[config.mk]
export PLATFORM = sky130hd
export DESIGN_NAME = sar_adc_seq
export DESIGN_NICKNAME = d
export VERILOG_FILES = /design/src/rtl/sar_adc_seq_pkg.sv /design/src/rtl/sar_link_rx.sv /design/src/rtl/sar_step_engine.sv /design/src/rtl/sar_dout_shift.sv /design/src/rtl/sar_adc_seq.sv
export SDC_FILE = /design/constraint.sdc
export NUM_CORES = 1
export LEC_CHECK = 0
export BUFFER_PORTS_ARGS = -buffer_cell sky130_fd_sc_hd__buf_2
export CAP_MARGIN = 20
export CORE_ASPECT_RATIO = 1.1
export CORE_UTILIZATION = 56
export DETAILED_ROUTE_END_ITERATION = 8
export PLACE_DENSITY = 0.81
export RECOVER_POWER = 100
export SLEW_MARGIN = 40
export SYNTH_ARGS = -nofsm -noshare
export SYNTH_HDL_FRONTEND = slang
export SYNTH_SLANG_ARGS = --single-unit
[constraint.sdc]
create_clock -name clk -period 8.81 [get_ports clk]
set_clock_uncertainty 0.15 [all_clocks]
set_input_delay 1.762 -clock clk [delete_from_list [all_inputs] [get_ports clk]]
set_output_delay 1.762 -clock clk [all_outputs]
set_load 0.05 [all_outputs]
[src/rtl/sar_adc_seq_pkg.sv]
package sar_adc_seq_pkg;

  localparam int CTRL_BITS = 8;
  localparam int SEL_EDGE  = 5;
  localparam int HOLD_EDGE = 8;

  typedef enum logic [1:0] {
    SEQ_IDLE = 2'd0,
    SEQ_CONV = 2'd1,
    SEQ_TAIL = 2'd2,
    SEQ_OUT  = 2'd3
  } seq_state_e;

endpackage

[src/rtl/sar_link_rx.sv]
module sar_link_rx
  import sar_adc_seq_pkg::*;
#(
  parameter int SYNC_STAGES = 2,
  parameter int CNT_W       = 5
) (
  input  logic                 clk,
  input  logic                 rst_n,
  input  logic                 sclk,
  input  logic                 cs_n,
  input  logic                 din,
  output logic                 cs_act_o,
  output logic                 rise_o,
  output logic                 fall_o,
  output logic [CNT_W-1:0]     fall_num_o,
  output logic [CTRL_BITS-1:0] ctrl_o
);

  localparam logic [CNT_W-1:0] CNT_MAX = {CNT_W{1'b1}};
  localparam int LAST = SYNC_STAGES - 1;

  // {din, cs_n, sclk} per stage
  logic [SYNC_STAGES-1:0][2:0] stg_q;
  logic                        sclk_d_q;
  logic [CNT_W-1:0]            cnt_q, cnt_n;
  logic [CTRL_BITS-1:0]        sr_q, sr_n;
  logic                        sclk_s, cs_s, din_s;

  always_ff @(posedge clk or negedge rst_n) begin
    if (!rst_n) begin
      for (int i = 0; i < SYNC_STAGES; i++) stg_q[i] <= 3'b010;
      sclk_d_q <= 1'b0;
    end else begin
      stg_q[0] <= {din, cs_n, sclk};
      for (int i = 1; i < SYNC_STAGES; i++) stg_q[i] <= stg_q[i-1];
      sclk_d_q <= stg_q[LAST][0];
    end
  end

  assign sclk_s   = stg_q[LAST][0];
  assign cs_s     = stg_q[LAST][1];
  assign din_s    = stg_q[LAST][2];
  assign cs_act_o = ~cs_s;
  assign rise_o   = ~cs_s & sclk_s & ~sclk_d_q;
  assign fall_o   = ~cs_s & ~sclk_s & sclk_d_q;

  always_comb begin
    cnt_n = cnt_q;
    sr_n  = sr_q;
    if (cs_s) begin
      cnt_n = '0;
      sr_n  = '0;
    end else begin
      if (fall_o && cnt_q != CNT_MAX) cnt_n = cnt_q + 1'b1;
      if (rise_o && cnt_q < CNT_W'(CTRL_BITS)) sr_n = {sr_q[CTRL_BITS-2:0], din_s};
    end
  end

  always_ff @(posedge clk or negedge rst_n) begin
    if (!rst_n) begin
      cnt_q <= '0;
      sr_q  <= '0;
    end else begin
      cnt_q <= cnt_n;
      sr_q  <= sr_n;
    end
  end

  assign fall_num_o = (cnt_q == CNT_MAX) ? CNT_MAX : cnt_q + 1'b1;
  assign ctrl_o     = sr_q;

endmodule

[src/rtl/sar_step_engine.sv]
module sar_step_engine #(
  parameter int RES_BITS = 14,
  parameter int INT_DIV  = 2
) (
  input  logic                clk,
  input  logic                rst_n,
  input  logic                start_i,
  input  logic                abort_i,
  input  logic                int_mode_i,
  input  logic                ext_step_i,
  input  logic                cmp_i,
  output logic [RES_BITS-1:0] code_o,
  output logic                done_o
);

  localparam int SW = $clog2(RES_BITS + 1);
  localparam logic [RES_BITS-1:0] TOP_BIT = {1'b1, {(RES_BITS-1){1'b0}}};

  logic [RES_BITS-1:0] code_q, code_n, trial_q, trial_n;
  logic [SW-1:0]       cnt_q, cnt_n;
  logic                busy_q, busy_n;
  logic                div_tick, step, last;

  generate
    if (INT_DIV <= 1) begin : g_nodiv
      assign div_tick = 1'b1;
    end else begin : g_div
      localparam int DW = $clog2(INT_DIV);
      logic [DW-1:0] div_q, div_n;
      assign div_tick = (div_q == DW'(INT_DIV - 1));
      always_comb begin
        if (start_i || !busy_q || div_tick) div_n = '0;
        else                                div_n = div_q + 1'b1;
      end
      always_ff @(posedge clk or negedge rst_n) begin
        if (!rst_n) div_q <= '0;
        else        div_q <= div_n;
      end
    end
  endgenerate

  assign step   = busy_q & (int_mode_i ? div_tick : ext_step_i);
  assign last   = (cnt_q == SW'(RES_BITS));
  assign done_o = step & last & ~abort_i & ~start_i;

  always_comb begin
    code_n  = code_q;
    trial_n = trial_q;
    cnt_n   = cnt_q;
    busy_n  = busy_q;
    if (abort_i) begin
      busy_n  = 1'b0;
      trial_n = '0;
    end else if (start_i) begin
      code_n  = '0;
      trial_n = TOP_BIT;
      cnt_n   = '0;
      busy_n  = 1'b1;
    end else if (step) begin
      if (last) begin
        busy_n = 1'b0;
      end else begin
        if (cmp_i) code_n = code_q | trial_q;
        trial_n = trial_q >> 1;
        cnt_n   = cnt_q + 1'b1;
      end
    end
  end

  always_ff @(posedge clk or negedge rst_n) begin
    if (!rst_n) begin
      code_q  <= '0;
      trial_q <= '0;
      cnt_q   <= '0;
      busy_q  <= 1'b0;
    end else begin
      code_q  <= code_n;
      trial_q <= trial_n;
      cnt_q   <= cnt_n;
      busy_q  <= busy_n;
    end
  end

  assign code_o = code_q | trial_q;

endmodule

[src/rtl/sar_dout_shift.sv]
module sar_dout_shift #(
  parameter int RES_BITS = 14
) (
  input  logic                clk,
  input  logic                rst_n,
  input  logic                load_i,
  input  logic                shift_i,
  input  logic [RES_BITS-1:0] data_i,
  output logic                bit_o
);

  logic [RES_BITS-1:0] word_q, word_n;
  logic                bit_q, bit_n;

  always_comb begin
    word_n = word_q;
    bit_n  = bit_q;
    if (load_i) begin
      word_n = data_i;
      bit_n  = 1'b0;
    end else if (shift_i) begin
      bit_n  = word_q[RES_BITS-1];
      word_n = {word_q[RES_BITS-2:0], 1'b0};
    end
  end

  always_ff @(posedge clk or negedge rst_n) begin
    if (!rst_n) begin
      word_q <= '0;
      bit_q  <= 1'b0;
    end else begin
      word_q <= word_n;
      bit_q  <= bit_n;
    end
  end

  assign bit_o = bit_q;

endmodule

[src/rtl/sar_adc_seq.sv]
module sar_adc_seq
  import sar_adc_seq_pkg::*;
#(
  parameter int RES_BITS      = 14,
  parameter int SYNC_STAGES   = 2,
  parameter int INT_DIV       = 2,
  parameter int EXT_DONE_EDGE = 18
) (
  input  logic                clk,
  input  logic                rst_n,
  input  logic                sclk,
  input  logic                cs_n,
  input  logic                din,
  input  logic                cmp_in,
  output logic                dout,
  output logic                sstrb,
  output logic [2:0]          pos_sel,
  output logic [2:0]          neg_sel,
  output logic                neg_com,
  output logic                mux_open,
  output logic                th_hold,
  output logic [RES_BITS-1:0] dac_code
);

  localparam int CNT_W = $clog2(EXT_DONE_EDGE + 2);

  logic                 cs_act, rise_evt, fall_evt;
  logic [CNT_W-1:0]     fall_num;
  logic [CTRL_BITS-1:0] ctrl;
  logic [RES_BITS-1:0]  code;
  logic                 eng_done, dout_bit;

  seq_state_e state_q, state_n;
  logic [2:0] ch_q, ch_n;
  logic       diff_q, diff_n;
  logic       int_q, int_n;
  logic       strb_q, strb_n;
  logic       sel_go, start_go, tail_end, load_out, shift_out;

  sar_link_rx #(.SYNC_STAGES(SYNC_STAGES), .CNT_W(CNT_W)) u_rx (
    .clk(clk), .rst_n(rst_n), .sclk(sclk), .cs_n(cs_n), .din(din),
    .cs_act_o(cs_act), .rise_o(rise_evt), .fall_o(fall_evt),
    .fall_num_o(fall_num), .ctrl_o(ctrl)
  );

  // edge 5: ctrl[4] start, ctrl[3:1] channel, ctrl[0] pairing
  assign sel_go   = (state_q == SEQ_IDLE) & fall_evt & (fall_num == CNT_W'(SEL_EDGE)) & ctrl[4];
  // edge 8: ctrl[7] start, ctrl[0] clock mode
  assign start_go = (state_q == SEQ_IDLE) & fall_evt & (fall_num == CNT_W'(HOLD_EDGE)) & ctrl[7];
  assign tail_end = (state_q == SEQ_TAIL) & fall_evt & (fall_num == CNT_W'(EXT_DONE_EDGE));

  sar_step_engine #(.RES_BITS(RES_BITS), .INT_DIV(INT_DIV)) u_eng (
    .clk(clk), .rst_n(rst_n), .start_i(start_go), .abort_i(~cs_act),
    .int_mode_i(int_q), .ext_step_i(rise_evt | fall_evt), .cmp_i(cmp_in),
    .code_o(code), .done_o(eng_done)
  );

  assign load_out  = cs_act & (((state_q == SEQ_CONV) & eng_done & int_q) | tail_end);
  assign shift_out = cs_act & (state_q == SEQ_OUT) & fall_evt;

  sar_dout_shift #(.RES_BITS(RES_BITS)) u_out (
    .clk(clk), .rst_n(rst_n), .load_i(load_out), .shift_i(shift_out),
    .data_i(code), .bit_o(dout_bit)
  );

  always_comb begin
    state_n = state_q;
    ch_n    = ch_q;
    diff_n  = diff_q;
    int_n   = int_q;
    strb_n  = strb_q;
    if (sel_go) begin
      ch_n   = ctrl[3:1];
      diff_n = ctrl[0];
    end
    if (!cs_act) begin
      state_n = SEQ_IDLE;
      strb_n  = 1'b0;
    end else begin
      unique case (state_q)
        SEQ_IDLE: if (start_go) begin
          state_n = SEQ_CONV;
          int_n   = ctrl[0];
          strb_n  = 1'b0;
        end
        SEQ_CONV: if (eng_done) begin
          state_n = int_q ? SEQ_OUT : SEQ_TAIL;
          strb_n  = int_q;
        end
        SEQ_TAIL: if (tail_end) state_n = SEQ_OUT;
        SEQ_OUT:  state_n = SEQ_OUT;
        default:  state_n = SEQ_IDLE;
      endcase
    end
  end

  always_ff @(posedge clk or negedge rst_n) begin
    if (!rst_n) begin
      state_q <= SEQ_IDLE;
      ch_q    <= '0;
      diff_q  <= 1'b0;
      int_q   <= 1'b0;
      strb_q  <= 1'b0;
    end else begin
      state_q <= state_n;
      ch_q    <= ch_n;
      diff_q  <= diff_n;
      int_q   <= int_n;
      strb_q  <= strb_n;
    end
  end

  assign th_hold  = (state_q == SEQ_CONV) | (state_q == SEQ_TAIL);
  assign mux_open = th_hold;
  assign sstrb    = strb_q;
  assign pos_sel  = ch_q;
  assign neg_sel  = diff_q ? {ch_q[2:1], ~ch_q[0]} : 3'd0;
  assign neg_com  = ~diff_q;
  assign dac_code = code;
  assign dout     = ~cs_n & dout_bit;

endmodule

# Yosys cells after proc, flatten, opt, wreduce, memory -nomap -nowiden
# Index checks and enable logic that the tools add are counted.
op_classes:
  addsub: 3
  mul: 0
  n_div: 0
  magnitude_cmp: 1
  n_eq_ne: 14
  shift: 0
  mux: 37
  n_bitwise: 32
  n_reduce_logical: 21
ops:
  columns: ["cell", "n"]
  rows:
  - ["$mux W14", 10]
  - ["$and A1 B1 Y1", 21]
  - ["$mux W8", 2]
  - ["$mux W5", 3]
  - ["$or A14 B14 Y14", 1]
  - ["$mux W1", 12]
  - ["$mux W4", 3]
  - ["$reduce_and A3 Y1", 4]
  - ["$eq A5 B5 Y1 const B", 2]
  - ["$reduce_bool A2 Y1", 5]
  - ["$ne A3 B2 Y1 const B", 3]
  - ["$reduce_bool A3 Y1", 3]
  - ["$mux W2", 4]
  - ["$pmux W2 S4", 1]
  - ["$not A1 Y1", 7]
  - ["$add A5 B1 Y5 const B", 1]
  - ["$eq A5 B3 Y1 const B", 1]
  - ["$eq A5 B4 Y1 const B", 1]
  - ["$lt A5 B4 Y1 const B", 1]
  - ["$ne A5 B5 Y1 const B", 1]
  - ["$add A4 B1 Y4 const B", 1]
  - ["$eq A2 B2 Y1 const B", 2]
  - ["$eq A4 B4 Y1 const B", 1]
  - ["$reduce_and A2 Y1", 2]
  - ["12 further kinds", 16]
word_totals:
  reg_bits: 77
  latch_bits: 0
  ramBits: 0
  romBits: 0
  input_bits: 6
  out_inout_bits: 25
  wordCells: 125
  n_memories: 0

# Logic depth before layout (Yosys ltp)
logic_depth:
  ltp_word: 14
  mapped_depth: 13
  depth_no_buf: 10

# By module
# From an unflattened synthesis, not the netlist that was laid out.
unflattened:
  hier_cells: 367
  hier_area_um2: 3783.6
modules_own_cells:
  columns: ["module", "instances", "cells_per_inst", "area_each_um2", "seq_area_each_um2"]
  rows:
  - ["sar_step_engine", 1, 164, 1656.6, 850.8]
  - ["sar_link_rx", 1, 79, 864.6, 503.0]
  - ["sar_dout_shift", 1, 64, 694.4, 375.4]
  - ["sar_adc_seq", 1, 60, 568.0, 200.2]

# Worst setup path before layout
# Ideal clock, no wire load.
synth_timing:
  path_type: "in2out"
  from: "input cs_n"
  to: "output dout"
  arrival_ns: 2.451
  required_time_ns: 6.898
  slack_ns: 4.447
  path_stages: 1
  path_buffers: 0
  path_cell_list: "nor2b_1"
synth_between:
  elab_chain_cells: 2
synth_lines:
  columns: ["element", "line_no", "source"]
  rows:
  - ["start, declared", "sar_adc_seq.sv:12", "input logic cs_n,"]
  - ["$not A1 Y1", "sar_adc_seq.sv:120", "assign dout = ~cs_n & dout_bit;"]
  - ["$and A1 B1 Y1", "sar_adc_seq.sv:120", null]
  - ["end, declared", "sar_adc_seq.sv:15", "output logic dout,"]
# Every way passes these cells.

==> results.txt <==
----------------------------------------------------
[Drt]
  First DRT Iteration DRCs ... between 70 and 80
  Via count ... ~2.4k
  DRC errors left ... 0
  Remaining antenna violation count after routing ... 0
  Met2 wire length ... around 3500 um
  Met3 WL post-DR ... roughly 250 um
  Wire per inst ... 15.9 um
  First-pass DRT Iterations ... 4
  Top routing layer in use ... met4
  Total Wirelength ... 6770 um
  Avg Vias per Cell ... approximately 5.6
  Sum of routed wire segments on met1 ... slightly below 3000 um

[Critical path]
  Reg-to-reg endpoint ... u_out.word_q[3]$_DFFE_PN0P_
  Endpoint of the worst setup timing path ... u_out.word_q[7]$_DFFE_PN0P_
  Cells traversed along the worst timing path ... clkbuf_1
  CP Capture Type ... async pin
  Cell at the slowest stage of the critical path ... clkbuf_1
  Max incr delay on CP ... between 2 and 3 ns
  R2r worst-path depth ... 10
  Classification of the worst setup path ... in2async
  FF-to-FF Start ... u_rx.cnt_q[0]$_DFFE_PN0P_
  Required time of the critical path ... between 8 and 9 ns
  Buffers plus inverters on the worst setup path ... 1
  Setup slack of the most critical reg-to-reg path ... around 4.1 ns
  Arrival @ worst endpoint ... 4.53 ns
  Kind of cell adding the most delay to the critical path ... buffers and inverters
  Kind of start point of the critical path ... input pin
  Top fanout value on the critical path ... 77
  Launching element of the worst setup path ... rst_n
  Critical Path Stages ... 1

[Global route]
  Tot GR Track Use ... 22.4%
  Via count of the first global-routing pass ... 2,416
  Initial antenna violation count ... 0
  Overflow left after global routing ... 0
  First-pass GRT wire length ... between 10,000 and 15,000 um
  Pin count of the biggest net entering global routing ... between 70 and 80

[Placed design]
  Routability-driven placement congestion ratio ... around 0.80
  Placed Cells ... around 400
  Input/output buffers ... 30
  Total placed instance area ... about 0.0037 mm^2
  Post-detailed-placement half-perimeter wirelength ... around 4300 um
  Post-place setup slack ... 4.66 ns

[Clocking]
  Clock buffer depth ... 2
  Post_cts resized ... 0
  Root buffer selected by CTS ... clkbuf_8
  Htree depth ... 3
  Number of hold buffers added after cts ... 0
  Num CTS Buffers ... 9
  CTS tree ... yes
  Sink count of the clock tree ... 77
  Clock slew at reported path FFs ... roughly 0.070 ns
  Buffers inserted by post-CTS timing repair ... 0
  Clk_lat worst skew ... about 0.35 ns

[Logic synthesis]
  Sequential area share after synthesis ... between 50% and 60%
  Unique masters post-synth ... 39
  Synthesized netlist net count ... approximately 330
  Synthesized area divided by synthesized cell count ... around 11 um^2
  Netlist area before placement ... between 0.003 and 0.004 mm^2
  Most frequent cell after synthesis ... dfrtp_1
  Async set-or-reset flop fraction in the synthesized netlist ... 100%
  Total of warnings raised by yosys ... 0
  Register bit count reported by yosys ... slightly below 80
  Post-synthesis instance total ... approximately 310
  Main synth FF type ... dfrtp_1
  Leading cell types by count after synthesis ... dfrtp_1, nand2_1, a21oi_1
  Cell taking the most area after synthesis ... dfrtp_1
  Share of the synthesized area in the top cell type ... between 50% and 60%
  Number of enable-type register cells in the synthesized netlist ... 0
  Area contributors post-synth ... dfrtp_1, mux2_2, a21oi_1, ha_1, nand2_1

[Min path]
  Worst min-delay path class ... reg2reg

[Timing]
  Number of setup violations in the final report ... 0
  Maximum operating frequency ... slightly below 200 MHz
  Final Hold Violating Endpoints ... 0
  Final worst slack ... roughly 3.7 ns
  Worst-margin pin slew ... slightly below 4 ns
  Max-Slew Margin vs Limit ... -162%
  Sum of negative setup slack ... 0 ns
  Final period utilization ... about three fifths
  Setup repair after global routing missed its margin ... no
  Min Clock Period, post-route ... about 5 ns
  Max Slew Vio Count ... 94

[Floorplanning]
  Placeable core region ... about 0.006 mm^2
  DIE AREA ... 0.00658 mm^2
  Die W ... 77.4 um
  Die Height ... roughly 85 um
  Starting Density ... 59.3%
  Ports ... 31
  # rows ... 29

[Layout]
  Layout Cells excl Fill ... 426
  Layout area overhead ... 10.3%
  Finished Cell Area ... 0.00387 mm^2
  Ratio of cells with drive above 1 in the final layout ... between 10% and 20%
  Fin nets ... 361
  Total inserted antenna cells ... 0

[Power and ir drop]
  Lkg Pwr ... approximately 1.9 nW
  Total power after layout ... about 670 uW
  PwrDens ... ~170 mW/mm^2
  Worst voltage drop across the vdd grid ... approximately 0.00011 V

[Status]
  Violations in the final reports ... capacitance limit, slew limit
  Status ... finished with violations

[Run]
  # Max-Cap Violations ... 2

----------------------------------------------------
## per-stage QoR
step / hold WS, ns / util (%)
6_report: 0.201 / 65.4
5_1_grt: 0.207 / 65.4
4_1_cts: 0.208 / 66.5
3_5_place_dp: 0.189 / 62.9
3_3_place_gp: 0.183 / 62.7
2_1_floorplan: 0.181 / -
## per-layer routing
metal | up-vias | track usage (%)
li1 | 1135 | -
met1 | 1200 | 27.0
met2 | 45 | 38.4
met3 | 8 | 6.99
met4 | 0 | 7.38
met5 | - | 0
## cell type report
cell class	instances	area [um^2]
well taps	77	96.3
repair buffers	32	124
flip-flops and latches	77	1930
fillers	463	2050
clock inverters	3	68.8
clock buffers	13	149
inverters	9	33.8
multi-input cells	215	1470
## report_power, final
group / leakage [nW] / internal (mW) / switching (mW)
combinational: 0.746 / 0.00311 / 0.0123
clock: 0.108 / 0.168 / 0.125
sequential: 1.06 / 0.356 / 0.00383
total: 1.91 / 0.527 / 0.141
## state kept, by name, indices dropped and copies added, names as in the netlist
register and count:
u_eng.trial_q 14, u_eng.busy_q 1, u_rx.cs_s 1, u_rx.din_s 1
u_out.word_q 14, u_rx.stg_q 3, sstrb 1, u_out.bit_o 1
u_rx.cnt_q 5, u_rx.ctrl_o 8, u_rx.sclk_s 1, u_eng.code_q 14
pos_sel 3, u_eng.div_tick 1, u_eng.cnt_q 4, u_rx.sclk_d_q 1
diff_q 1, int_q 1, state_q 2
## cells by family after synthesis
kind of cell | share of synthesized area [%]
AO/OA/AOI/OAI | 10.0
XOR/XNOR | 1.75
adder cells (fa/ha/maj) | 3.93
buffers and inverters | 2.86
flip-flops | 55.1
multiplexers | 10.5
AND/OR/NAND/NOR | 15.9
## layout by cell type, fill, tap and decap left out, types with 2 or more instances in the layout
| master | instances |
|---|---|
| a22o_1 | 13 |
| mux2_2 | 22 |
| dfrtp_1 | 75 |
| mux2i_1 | 2 |
| dfstp_2 | 2 |
| nor3b_1 | 3 |
| and3_1 | 3 |
| a21oi_1 | 30 |
| o31ai_1 | 2 |
| and2_1 | 2 |
| nand3_1 | 7 |
| nand2_1 | 36 |
| o21ai_0 | 4 |
| nor2_1 | 22 |
| or2_2 | 14 |
| inv_1 | 9 |
| clkbuf_1 | 32 |
| buf_2 | 3 |
| nand2b_1 | 5 |
| bufinv_16 | 2 |
| clkbuf_8 | 10 |
| xor2_1 | 6 |
| nor3_1 | 5 |
| or3_1 | 2 |
| mux2_1 | 9 |
| ha_1 | 11 |
| nor2b_1 | 4 |
## how the worst min path moves through the flow
| stage | startpoint | to | slack [ns] | cells after the start |
|---|---|---|---|---|
| floorplan | u_rx.stg_q[2]$_DFF_PN0_ | u_rx.din_s$_DFF_PN0_ | 0.18 | 0 |
| global placement | u_rx.stg_q[2]$_DFF_PN0_ | u_rx.din_s$_DFF_PN0_ | 0.18 | 0 |
| detailed placement | u_rx.stg_q[0]$_DFF_PN0_ | u_rx.sclk_s$_DFF_PN0_ | 0.19 | 0 |
| CTS | u_rx.stg_q[0]$_DFF_PN0_ | u_rx.sclk_s$_DFF_PN0_ | 0.21 | 0 |
| global route | u_rx.stg_q[0]$_DFF_PN0_ | u_rx.sclk_s$_DFF_PN0_ | 0.21 | 0 |
| finish | u_rx.stg_q[0]$_DFF_PN0_ | u_rx.sclk_s$_DFF_PN0_ | 0.20 | 0 |
Power figures use the tool's default switching activity.
